[config.mk]
export PLATFORM = sky130hd
export DESIGN_NAME = lp_tlp_filter
export DESIGN_NICKNAME = d
export VERILOG_FILES = /design/src/rtl/lp_tlp_filter_pkg.sv /design/src/rtl/lp_tlp_classifier.sv /design/src/rtl/lp_err_gate.sv /design/src/rtl/lp_disp_stage.sv /design/src/rtl/lp_tlp_filter.sv
export SDC_FILE = /design/constraint.sdc
export NUM_CORES = 1
export LEC_CHECK = 0
export ABC_AREA = 1
export BUFFER_PORTS_ARGS = -buffer_cell sky130_fd_sc_hd__buf_2
export CORE_AREA = 3 3 40 42
export CTS_CLUSTER_DIAMETER = 150
export DETAILED_ROUTE_END_ITERATION = 12
export DIE_AREA = 0 0 43 45
export PLACE_DENSITY = 0.49
export SLEW_MARGIN = 25
export SYNTH_ARGS = -nofsm -noshare
export SYNTH_HDL_FRONTEND = slang
export SYNTH_SLANG_ARGS = --single-unit
[constraint.sdc]
create_clock -name clk_i -period 0.8 [get_ports clk_i]
set_clock_uncertainty 0.15 [all_clocks]
set_input_delay 0.08 -clock clk_i [delete_from_list [all_inputs] [get_ports clk_i]]
set_output_delay 0.08 -clock clk_i [all_outputs]
set_load 0.05 [all_outputs]
[src/rtl/lp_tlp_filter_pkg.sv]
package lp_tlp_filter_pkg;

  typedef enum logic [2:0] {
    KIND_CFG0   = 3'd0,
    KIND_CFGX   = 3'd1,
    KIND_MEMIO  = 3'd2,
    KIND_MSG    = 3'd3,
    KIND_CPL    = 3'd4
  } pkt_kind_e;

  typedef enum logic [1:0] {
    DISP_NORMAL = 2'd0,
    DISP_ACCEPT = 2'd1,
    DISP_UR     = 2'd2,
    DISP_UC     = 2'd3
  } disp_e;

  typedef struct packed {
    logic [2:0] kind;
    logic       side;
    logic       to_self;
  } pkt_desc_t;

endpackage

[src/rtl/lp_tlp_classifier.sv]
module lp_tlp_classifier
  import lp_tlp_filter_pkg::*;
(
  input  pkt_desc_t desc_i,
  input  logic      d3hot_i,
  output disp_e     disp_o
);

  logic is_cpl;
  logic is_cfg0;
  logic is_msg;
  logic from_sec;

  assign is_cpl   = (desc_i.kind == KIND_CPL);
  assign is_cfg0  = (desc_i.kind == KIND_CFG0);
  assign is_msg   = (desc_i.kind == KIND_MSG);
  assign from_sec = desc_i.side;

  always_comb begin
    disp_o = DISP_NORMAL;
    if (d3hot_i) begin
      if (is_cpl) begin
        // pass-through completions keep routing as in D0
        disp_o = desc_i.to_self ? DISP_UC : DISP_NORMAL;
      end else if (from_sec) begin
        disp_o = DISP_UR;
      end else if (is_cfg0 || (is_msg && desc_i.to_self)) begin
        disp_o = DISP_ACCEPT;
      end else begin
        disp_o = DISP_UR;
      end
    end
  end

endmodule

[src/rtl/lp_err_gate.sv]
module lp_err_gate #(
  parameter int unsigned N_ERR = 4
) (
  input  logic             clk_i,
  input  logic             rst_ni,
  input  logic             d3hot_i,
  input  logic [N_ERR-1:0] err_valid_i,
  input  logic [N_ERR-1:0] err_from_pkt_i,
  output logic [N_ERR-1:0] err_report_o
);

  for (genvar g = 0; g < N_ERR; g++) begin : g_src
    logic pass;
    assign pass = err_valid_i[g] & (~d3hot_i | err_from_pkt_i[g]);

    always_ff @(posedge clk_i or negedge rst_ni) begin
      if (!rst_ni) err_report_o[g] <= 1'b0;
      else         err_report_o[g] <= pass;
    end
  end

endmodule

[src/rtl/lp_disp_stage.sv]
module lp_disp_stage
  import lp_tlp_filter_pkg::*;
(
  input  logic  clk_i,
  input  logic  rst_ni,
  input  logic  valid_i,
  input  disp_e disp_i,
  output logic  valid_o,
  output disp_e disp_o
);

  always_ff @(posedge clk_i or negedge rst_ni) begin
    if (!rst_ni) begin
      valid_o <= 1'b0;
      disp_o  <= DISP_NORMAL;
    end else begin
      valid_o <= valid_i;
      disp_o  <= valid_i ? disp_i : DISP_NORMAL;
    end
  end

endmodule

[src/rtl/lp_tlp_filter.sv]
module lp_tlp_filter
  import lp_tlp_filter_pkg::*;
#(
  parameter int unsigned N_ERR = 4
) (
  input  logic             clk_i,
  input  logic             rst_ni,
  input  logic             pkt_valid_i,
  input  logic [2:0]       pkt_kind_i,
  input  logic             pkt_side_i,
  input  logic             pkt_to_self_i,
  input  logic             d3hot_i,
  input  logic [N_ERR-1:0] err_valid_i,
  input  logic [N_ERR-1:0] err_from_pkt_i,
  output logic             disp_valid_o,
  output logic [1:0]       disp_code_o,
  output logic [N_ERR-1:0] err_report_o
);

  pkt_desc_t desc;
  disp_e     disp_comb;
  disp_e     disp_q;

  assign desc.kind    = pkt_kind_i;
  assign desc.side    = pkt_side_i;
  assign desc.to_self = pkt_to_self_i;

  lp_tlp_classifier u_cls (
    .desc_i  (desc),
    .d3hot_i (d3hot_i),
    .disp_o  (disp_comb)
  );

  lp_disp_stage u_stage (
    .clk_i   (clk_i),
    .rst_ni  (rst_ni),
    .valid_i (pkt_valid_i),
    .disp_i  (disp_comb),
    .valid_o (disp_valid_o),
    .disp_o  (disp_q)
  );

  assign disp_code_o = disp_q;

  lp_err_gate #(.N_ERR(N_ERR)) u_err (
    .clk_i          (clk_i),
    .rst_ni         (rst_ni),
    .d3hot_i        (d3hot_i),
    .err_valid_i    (err_valid_i),
    .err_from_pkt_i (err_from_pkt_i),
    .err_report_o   (err_report_o)
  );

endmodule

==> reports/metrics.csv, run 1 <==
stage,metric,value,unit
die,rows,13,
cts,cts_num_sinks,7,
drt,viasPerCell,3.73,
drt,wl_met1,230,µm
timing,final_max_slew_viol_count,0,
die,fp.dieW,43,µm
power_and_ir_drop,total_power,0.895,mW
critical_path,slowest_stage,dfrtp_2,
critical_path,max_stage_delay,390,ps
drt,drtPass1Iterations,1,
cts,clk_pin_slew_worst_paths,50,ps
synthesis,syn_inst,31,
timing,rsz0062_at_grt,true,
drt,drt-wirelength-per-cell,8.35,µm
global_route,antenna_found_initial,0,
finish,final_area,524,µm²
global_route,grt_pass1_vias,272,
timing,finalCriticalPeriod,1010,ps
critical_path,start_kind,register,
critical_path,worstSetupPathType,register to output port,
drt,wl_met3,47,µm
timing,setup_violations,7,
run_status,status,"complete, but fails checks",
place,placed_cell_area,434,µm²
power_and_ir_drop,peakVddDrop,0.403,mV
drt,wl_met2,348,µm
die,die_h,45,µm
die,start_util,22.7,%
min_path,hp-class,input pin to register,
global_route,grt_use_total,7.06,%
finish,diodes,0,
finish,layout.cells.non_filler,75,
die,io_pins,24,
synthesis,yosysSeqAreaShare,60.1,%
power_and_ir_drop,power_density,1710,nW/µm²
cts,htreeDepth,1,
finish,drive_gt1_share,58.3,%
global_route,grt_pass1_wl,952,µm
timing,worst-slew-pin-transition,163,ps
cts,cts_root_buffer,clkbuf_4,
timing,worst_slack,-215,ps
timing,holdWs,-73.7,ps
die,core_area,1280,µm²
synthesis,synth_area_per_cell,9.40,µm²
place,place_ws,-34.3,ps
critical_path,path_cells,buf_6,
critical_path,worstPathRequired,570,ps
synthesis,syn_nets,48,
drt,drt_iter0_drc,0,
finish,nets,78,
cts,cts_tree,yes,
drt,drc_errors,0,
global_route,grt_max_degree,8,
place,routabilityCongestion,0.690,
synthesis,synthesis.area,292,µm²
die,dieArea,1940,µm²
cts,cts.path.max_buffers,2,
finish,fillers,130,
cts,cts_hold_buf,2,
drt,routed_wl,626,µm
flow_run,cap_violations,0,
drt,vias,280,
finish,syn_to_final_growth,79.8,%
critical_path,cp_max_fo,1,
global_route,grt.overflow.total,0,
power_and_ir_drop,p_leak,0.280,nW
place,port_buffers,23,
place,hpwl,538,µm
cts,post_cts_buffers,0,
synthesis,ys_types,10,
timing,timing.final.crit_share,127,%
run_status,violations,"hold timing, setup timing",
synthesis,yosys_warnings,0,
drt,routed.top_layer,met3,
cts,numCtsBuffers,3,
critical_path,endpoint_kind,output port,
timing,hold_violations,6,
place,dp.cells,69,
critical_path,cp.arrival,780,ps
drt,ant_nets,0,
timing,slew_headroom,89.1,%
synthesis,synth_seq_cells,7,
critical_path,cp_num_buf_inv,1,
critical_path,critPathTopFamily,flip-flops,
timing,timing.fmax,986,MHz
[registers in the layout, summed over array words and instances, names as in the netlist]
register	flops
u_err.err_report_o	4
u_stage.disp_o	2
u_stage.valid_o	1
[layer usage]
| layer | global-route usage, % | up-vias |
|---|---|---|
| met5 | 0 | - |
| met1 | 6.68 | 118 |
| met3 | 0 | 0 |
| li1 | - | 151 |
| met4 | 10.8 | 0 |
| met2 | 11.7 | 11 |
[timing repair]
| item | 4_1_cts | 5_1_grt |
|---|---|---|
| endpoints found under the setup margin | 7 | 7 |
| resized for setup | 14 | 0 |
| gates cloned | 0 | 0 |
| endpoints found under the hold margin | 14 | 5 |
[worst paths after layout]
path                                    from                     to  slack, ps  depth (start not counted)
max                        u_stage.disp_o[1]         disp_code_o[1]       -210                          1
min                        err_from_pkt_i[1]  u_err.err_report_o[1]        -70                          3
max in group asynchronous             rst_ni  u_err.err_report_o[3]        280                          2
min in group asynchronous             rst_ni        u_stage.valid_o         50                          2
[where the power goes]
| part | switching, mW | total (mW) | internal, mW | leakage, nW |
|---|---|---|---|---|
| Combinational | 0.121 | 0.208 | 0.0873 | 0.186 |
| Clock | 0.111 | 0.300 | 0.189 | 0.0150 |
| Sequential | 0.00886 | 0.387 | 0.378 | 0.0790 |
| Total | 0.241 | 0.895 | 0.654 | 0.280 |
[layout make-up]
type	instances	area, µm²	share of cell area [%]
Sequential cell	7	184	35.1
Clock buffer	4	26.3	5.01
Tap cell	15	18.8	3.58
Inverter	8	30.0	5.73
Timing Repair Buffer	25	179	34.1
Multi-Input combinational cell	16	86.3	16.5
[per-stage QoR]
step | setup TNS [ps] | utilization [%]
3_5_place_dp | -61.2 | 33.8
6_report | -1470 | 40.8
4_1_cts | -1550 | 40.8
2_1_floorplan | 0 | -
5_1_grt | -1640 | 40.8
3_3_place_gp | -38.9 | 33.8
[cell usage after synthesis, drive strengths merged]
library cell / n / area (µm²)
a21boi: 4 / 30.0
a21oi: 2 / 13.8
clkinv: 1 / 3.75
dfrtp: 7 / 175
inv: 7 / 26.3
nand2: 6 / 25.0
nand3: 2 / 10.0
nor2: 2 / 7.51
[cells in the final DEF (no fill, tap or decap), drive strengths merged]
master       count
buf             23
inv              7
dfrtp            7
nand2            6
a21boi           4
clkbuf           4
nand3            2
nor2             2
dlygate4sd3      2
a21oi            2
clkinv           1
[cells by family after synthesis]
family / Yosys count / synth area share (%)
AND/OR/NAND/NOR: 10 / 14.6
flip-flops: 7 / 60.1
buffers and inverters: 8 / 10.3
AO/OA/AOI/OAI: 6 / 15.0
Power figures use the tool's default switching activity.
==> run 2: changes to the inputs <==
--- a/config.mk
+++ b/config.mk
@@ -12,6 +12,7 @@
 export DETAILED_ROUTE_END_ITERATION = 12
 export DIE_AREA = 0 0 43 45
 export PLACE_DENSITY = 0.49
+export SETUP_SLACK_MARGIN = 0.05
 export SLEW_MARGIN = 25
 export SYNTH_ARGS = -nofsm -noshare
 export SYNTH_HDL_FRONTEND = slang
==> run 2 against run 1 <==
The run still ends with hold timing, setup timing left. Via count is 1.8% lower. Count of clock-buffer cells in the layout did not move. First-iteration DRC count is the same. Sequential cell count did not move. Sequential power hardly changed. Sequential share of layout area grew 0.68 points. Setup slack better by 0.52 ps. Final area shrank 1.9%. Fmax barely moved. Global-route usage down 0.084 points. Critical path depth unchanged. Critical path type unchanged.
==> reports/metrics.csv, run 2 (synthesis gave the netlist of run 1 again) <==
stage,metric,value,unit,change
critical_path,slowest_stage,dfrtp_2,,
timing,worst_slack,-214,ps,+0.521 ps
cts,cts_num_sinks,7,,unchanged
timing,timing.final.crit_share,127,%,about the same
timing,finalCriticalPeriod,1010,ps,-0.521 ps
finish,drive_gt1_share,59.3,%,+0.99 points
cts,cts.path.max_buffers,2,,unchanged
min_path,hold_path_depth,1,,-2
die,start_util,22.7,%,unchanged
min_path,worstHoldStart,pkt_valid_i,,
min_path,hold_end,u_stage.valid_o,,
finish,largest_reg_flops,4,,unchanged
drt,vias,275,,-1.8%
finish,final_area,514,µm²,-1.9%
timing,hold_violations,7,,+1
critical_path,cp_num_buf_inv,1,,unchanged
power_and_ir_drop,total_power,0.891,mW,-0.48%
global_route,grt_pass1_vias,262,,-3.7%
finish,diodes,0,,unchanged
global_route,grt_max_degree,8,,unchanged
drt,routed_wl,625,µm,-0.16%
timing,timing.fmax,986,MHz,about the same
flow_run,cap_violations,0,,unchanged
die,die_h,45,µm,unchanged
timing,slew_headroom,89.1,%,unchanged
critical_path,start_kind,register,,
finish,fillers,131,,+0.77%
timing,setup_violations,7,,unchanged
critical_path,endpoint_kind,output port,,
place,placed_cell_area,434,µm²,unchanged
finish,final_util,40.0,%,-0.78 points
power_and_ir_drop,p_sw_share,26.9,%,about the same
critical_path,path_cells,buf_6,,
cts,clk_pin_slew_worst_paths,50,ps,about the same
power_and_ir_drop,p_seq_share,43.4,%,+0.2 points
drt,ant_nets,0,,unchanged
power_and_ir_drop,netSwitchingPower,0.240,mW,-0.47%
critical_path,max_stage_delay,390,ps,about the same
run_status,status,"complete, but fails checks",,
finish,top_regs,"u_err.err_report_o (4), u_stage.disp_o (2), u_stage.valid_o (1)",,
drt,drtPass1Iterations,1,,unchanged
place,place_ws,-34.3,ps,unchanged
cts,post_cts_buffers,0,,unchanged
global_route,grt_pass1_wl,931,µm,-2.2%
die,fp.dieW,43,µm,unchanged
die,dieArea,1940,µm²,unchanged
critical_path,worstPathRequired,570,ps,about the same
power_and_ir_drop,p_leak,0.276,nW,-1.5%
cts,cts_hold_buf,1,,-1
finish,nets,77,,-1.3%
finish,ff_latch_area,184,µm²,unchanged
die,core_area,1280,µm²,unchanged
timing,holdWs,-186,ps,-112 ps
cts,numCtsBuffers,3,,unchanged
finish,multi_input_area,86.3,µm²,unchanged
drt,drc_errors,0,,unchanged
finish,regMostFlops,u_err.err_report_o,,
power_and_ir_drop,p_clk_share,33.6,%,about the same
timing,rsz0062_at_grt,true,,
cts,cts_root_buffer,clkbuf_4,,
timing,worst-slew-pin-transition,163,ps,unchanged
critical_path,critPathTopFamily,flip-flops,,
finish,syn_to_final_growth,76.4,%,
timing,final_max_slew_viol_count,0,,unchanged
finish,final_common_cell,buf_2,,
place,routabilityCongestion,0.690,,unchanged
power_and_ir_drop,internal-power,0.651,mW,-0.49%
drt,drt-wirelength-per-cell,8.45,µm,+1.2%
critical_path,cp_max_fo,1,,unchanged
drt,viasPerCell,3.72,,-0.46%
cts,cts_tree,yes,,
cts,htreeDepth,1,,unchanged
power_and_ir_drop,peakVddDrop,0.376,mV,-6.8%
global_route,antenna_found_initial,0,,unchanged
power_and_ir_drop,power_density,1730,nW/µm²,+1.5%
place,hpwl,538,µm,unchanged
drt,drt_iter0_drc,0,,unchanged
finish,final_cell_mix,"buf_2, inv_1, buf_6, dfrtp_2, nand2_1",,
critical_path,worstSetupPathType,register to output port,,
place,port_buffers,23,,unchanged
critical_path,cp.arrival,780,ps,about the same
run_status,violations,"hold timing, setup timing",,
die,io_pins,24,,unchanged
min_path,hp-class,input pin to register,,
power_and_ir_drop,p_comb_share,23.0,%,-0.3 points
global_route,grt.overflow.total,0,,unchanged
die,rows,13,,unchanged
global_route,grt_use_total,6.97,%,-0.084 points
## run 2: per-layer routing
layer / track usage (%) / wire, µm / vias to the layer above
met3: 0 / 47 / 0
met1: 6.68 / 232 / 115
li1: - / - / 149
met5: 0 / 0 / -
met2: 11.4 / 344 / 11
met4: 10.8 / 0 / 0
## run 2: cell type report
class,instances,area share [%]
clock buffer,4,5.11
timing repair buffer,24,32.8
tap,15,3.65
multi-input combinational,16,16.8
inverter,8,5.84
sequential,7,35.8
## run 2: worst max-delay path by stage
| stage | startpoint | end | slack (ps) | depth (start not counted) |
|---|---|---|---|---|
| 6_report | u_err.err_report_o[2] | err_report_o[2] | -210 | 1 |
| 5_1_grt | u_err.err_report_o[2] | err_report_o[2] | -240 | 1 |
| 4_1_cts | u_stage.disp_o[1] | disp_code_o[1] | -230 | 1 |
| 3_5_place_dp | pkt_kind_i[1] | u_stage.disp_o[1] | -30 | 5 |
| 3_3_place_gp | pkt_kind_i[1] | u_stage.disp_o[1] | -30 | 5 |
| 2_1_floorplan | u_stage.disp_o[0] | disp_code_o[0] | 90 | 0 |
## run 2: repair_timing
item | in CTS | in global routing
endpoints found under the hold margin | 14 | 6
resized for setup | 14 | 0
setup endpoints to repair | 7 | 7
## run 2: power groups by stage
stage	Clock [mW]	Combinational [mW]	Sequential, mW
2_1_floorplan	0	0.0315	0.461
3_5_place_dp	0	0.179	0.387
4_1_cts	0.318	0.207	0.387
6_report	0.299	0.205	0.387
3_3_place_gp	0	0.178	0.387
5_1_grt	0.336	0.219	0.388
## run 2: stage by stage
step	hold WS, ps	TNS (ps)	instances
2_1_floorplan	-366	0	31
3_3_place_gp	-232	-38.9	69
3_5_place_dp	-234	-61.2	69
4_1_cts	-192	-1550	74
5_1_grt	-190	-1640	74
6_report	-186	-1460	74
==> run 3: changes to the inputs <==
--- a/config.mk
+++ b/config.mk
@@ -8,6 +8,7 @@
 export ABC_AREA = 1
 export BUFFER_PORTS_ARGS = -buffer_cell sky130_fd_sc_hd__buf_2
 export CORE_AREA = 3 3 40 42
+export CTS_BUF_LIST = sky130_fd_sc_hd__clkbuf_8
 export CTS_CLUSTER_DIAMETER = 150
 export DETAILED_ROUTE_END_ITERATION = 12
 export DIE_AREA = 0 0 43 45
==> run 3 against run 2 <==
The run still ends with hold timing, setup timing left. Setup slack improved by 20 ps. Critical path type unchanged. Routed wire length increased by 4.5%. First-iteration DRC count unchanged. Critical endpoint unchanged. Via count increased by 1.8%. Clock power increased by 57%.
==> reports/metrics.csv, run 3 (synthesis gave the netlist of run 1 again) <==
stage,metric,value,unit,change
power_and_ir_drop,p_sw_share,25.3,%,-1.6 points
min_path,hold_path_depth,1,,unchanged
power_and_ir_drop,p_seq_share,36.5,%,-6.9 points
power_and_ir_drop,p_clk_share,44.2,%,+11 points
drt,ant_nets,0,,unchanged
place,dp.cells,69,,unchanged
finish,nets,77,,unchanged
critical_path,start_kind,register,,
finish,syn_to_final_growth,82.8,%,
drt,drt_iter0_drc,0,,unchanged
global_route,grt_use_total,7.39,%,+0.42 points
drt,routed_wl,653,µm,+4.5%
cts,cts_root_buffer,clkbuf_8,,
drt,drtPass1Iterations,1,,unchanged
power_and_ir_drop,power_density,1990,nW/µm²,+15%
run_status,status,"complete, but fails checks",,
global_route,antenna_found_initial,0,,unchanged
timing,slew_headroom,89.0,%,about the same
die,core_area,1280,µm²,unchanged
critical_path,max_stage_delay,390,ps,about the same
timing,finalCriticalPeriod,994,ps,-19.6 ps
timing,worst-slew-pin-transition,163,ps,+0.326 ps
place,routabilityCongestion,0.690,,unchanged
timing,hold_violations,6,,-1
die,dieArea,1940,µm²,unchanged
cts,post_cts_buffers,0,,unchanged
critical_path,path_depth,1,,unchanged
timing,holdWs,-165,ps,+21.2 ps
finish,regMostFlops,u_err.err_report_o,,
finish,layout.cells.non_filler,74,,unchanged
cts,cts.path.max_buffers,2,,unchanged
power_and_ir_drop,p_leak,0.288,nW,+4.3%
run_status,violations,"hold timing, setup timing",,
critical_path,critPathTopFamily,flip-flops,,
finish,final_cell_mix,"buf_2, inv_1, buf_6, dfrtp_2, nand2_1",,
timing,timing.fmax,1010,MHz,+2.0%
critical_path,slowest_stage,dfrtp_2,,
critical_path,worstSetupPathType,register to output port,,
critical_path,cp_max_fo,1,,unchanged
finish,fillers,128,,-2.3%
critical_path,cp_num_buf_inv,1,,unchanged
drt,vias,280,,+1.8%
finish,largest_reg_flops,4,,unchanged
flow_run,cap_violations,0,,unchanged
die,die_h,45,µm,unchanged
min_path,hp-class,input pin to register,,
critical_path,cp.arrival,760,ps,-20 ps
drt,viasPerCell,3.78,,+1.8%
cts,cts_tree,yes,,
critical_path,worstPathRequired,570,ps,about the same
timing,timing.final.crit_share,124,%,-2.5 points
cts,htreeDepth,1,,unchanged
cts,numCtsBuffers,3,,unchanged
finish,top_regs,"u_err.err_report_o (4), u_stage.disp_o (2), u_stage.valid_o (1)",,
cts,cts_hold_buf,1,,unchanged
finish,drive_gt1_share,59.3,%,unchanged
critical_path,endpoint_kind,output port,,
global_route,grt_pass1_vias,271,,+3.4%
die,io_pins,24,,unchanged
drt,drc_errors,0,,unchanged
place,hpwl,538,µm,unchanged
cts,cts_num_sinks,7,,unchanged
power_and_ir_drop,peakVddDrop,0.507,mV,+35%
global_route,grt_max_degree,8,,unchanged
timing,rsz0062_at_grt,true,,
drt,drt-wirelength-per-cell,8.82,µm,+4.5%
global_route,grt.overflow.total,0,,unchanged
cts,clk_pin_slew_worst_paths,40,ps,about the same
critical_path,path_cells,buf_6,,
die,start_util,22.7,%,unchanged
finish,final_common_cell,buf_2,,
timing,final_max_slew_viol_count,0,,unchanged
power_and_ir_drop,internal-power,0.793,mW,+22%
die,rows,13,,unchanged
timing,worst_slack,-194,ps,+19.6 ps
die,fp.dieW,43,µm,unchanged
place,port_buffers,23,,unchanged
power_and_ir_drop,netSwitchingPower,0.269,mW,+12%
finish,diodes,0,,unchanged
power_and_ir_drop,p_comb_share,19.3,%,-3.7 points
global_route,grt_pass1_wl,966,µm,+3.8%
timing,setup_violations,7,,unchanged
-- run 3: cell count changes in the layout (fill, tap and decap cells not counted), sizes merged --
cell / delta
clkbuf: -1
inv: +1
-- run 3: per-layer routing --
layer	share of wire, %	track usage [%]	routed length (µm)
met3	8.1	0	53
met4	2.1	12.7	14
met2	53	12.0	345
met1	37	6.68	240
met5	0	0	0
-- run 3: cell type report --
cell class | count | area, µm² | share of cell area, %
sequential | 7 | 184 | 34.5
tap | 15 | 18.8 | 3.52
inverter | 8 | 30.0 | 5.63
multi-input combinational | 16 | 86.3 | 16.2
timing repair buffer | 24 | 169 | 31.7
clock buffer | 3 | 41.3 | 7.75
clock inverter | 1 | 3.75 | 0.704
-- run 3: worst paths after layout --
kind | from | endpoint
max in group asynchronous | rst_ni | u_err.err_report_o[3]
setup / recovery | u_err.err_report_o[2] | err_report_o[2]
min in group asynchronous | rst_ni | u_stage.valid_o
hold / removal | pkt_valid_i | u_stage.valid_o
-- run 3: stage by stage --
| step | total power [mW] | util (%) | setup WS, ps | setup TNS, ps | area, µm² |
|---|---|---|---|---|---|
| 6_report | 1.06 | 41.5 | -194 | -1320 | 533 |
| 5_1_grt | 1.12 | 41.5 | -213 | -1450 | 533 |
| 4_1_cts | 1.08 | 41.5 | -201 | -1370 | 533 |
| 3_5_place_dp | 0.566 | 33.8 | -34.3 | -61.2 | 434 |
| 3_3_place_gp | 0.565 | 33.8 | -30.8 | -38.9 | 434 |
| 2_1_floorplan | 0.493 | - | 85.3 | 0 | 300 |
-- run 3: repair_timing --
action / 4_1_cts / 5_1_grt
endpoints found under the hold margin: 13 / 6
setup endpoints to repair: 7 / 7
resized for setup: 14 / 0
-- run 3: power groups by stage --
stage | combinational [mW] | clock (mW) | sequential [mW]
after floorplan | 0.0315 | 0 | 0.461
after global placement | 0.178 | 0 | 0.387
final | 0.205 | 0.470 | 0.388
after CTS | 0.208 | 0.483 | 0.388
after global routing | 0.219 | 0.506 | 0.389
after detailed placement | 0.179 | 0 | 0.387
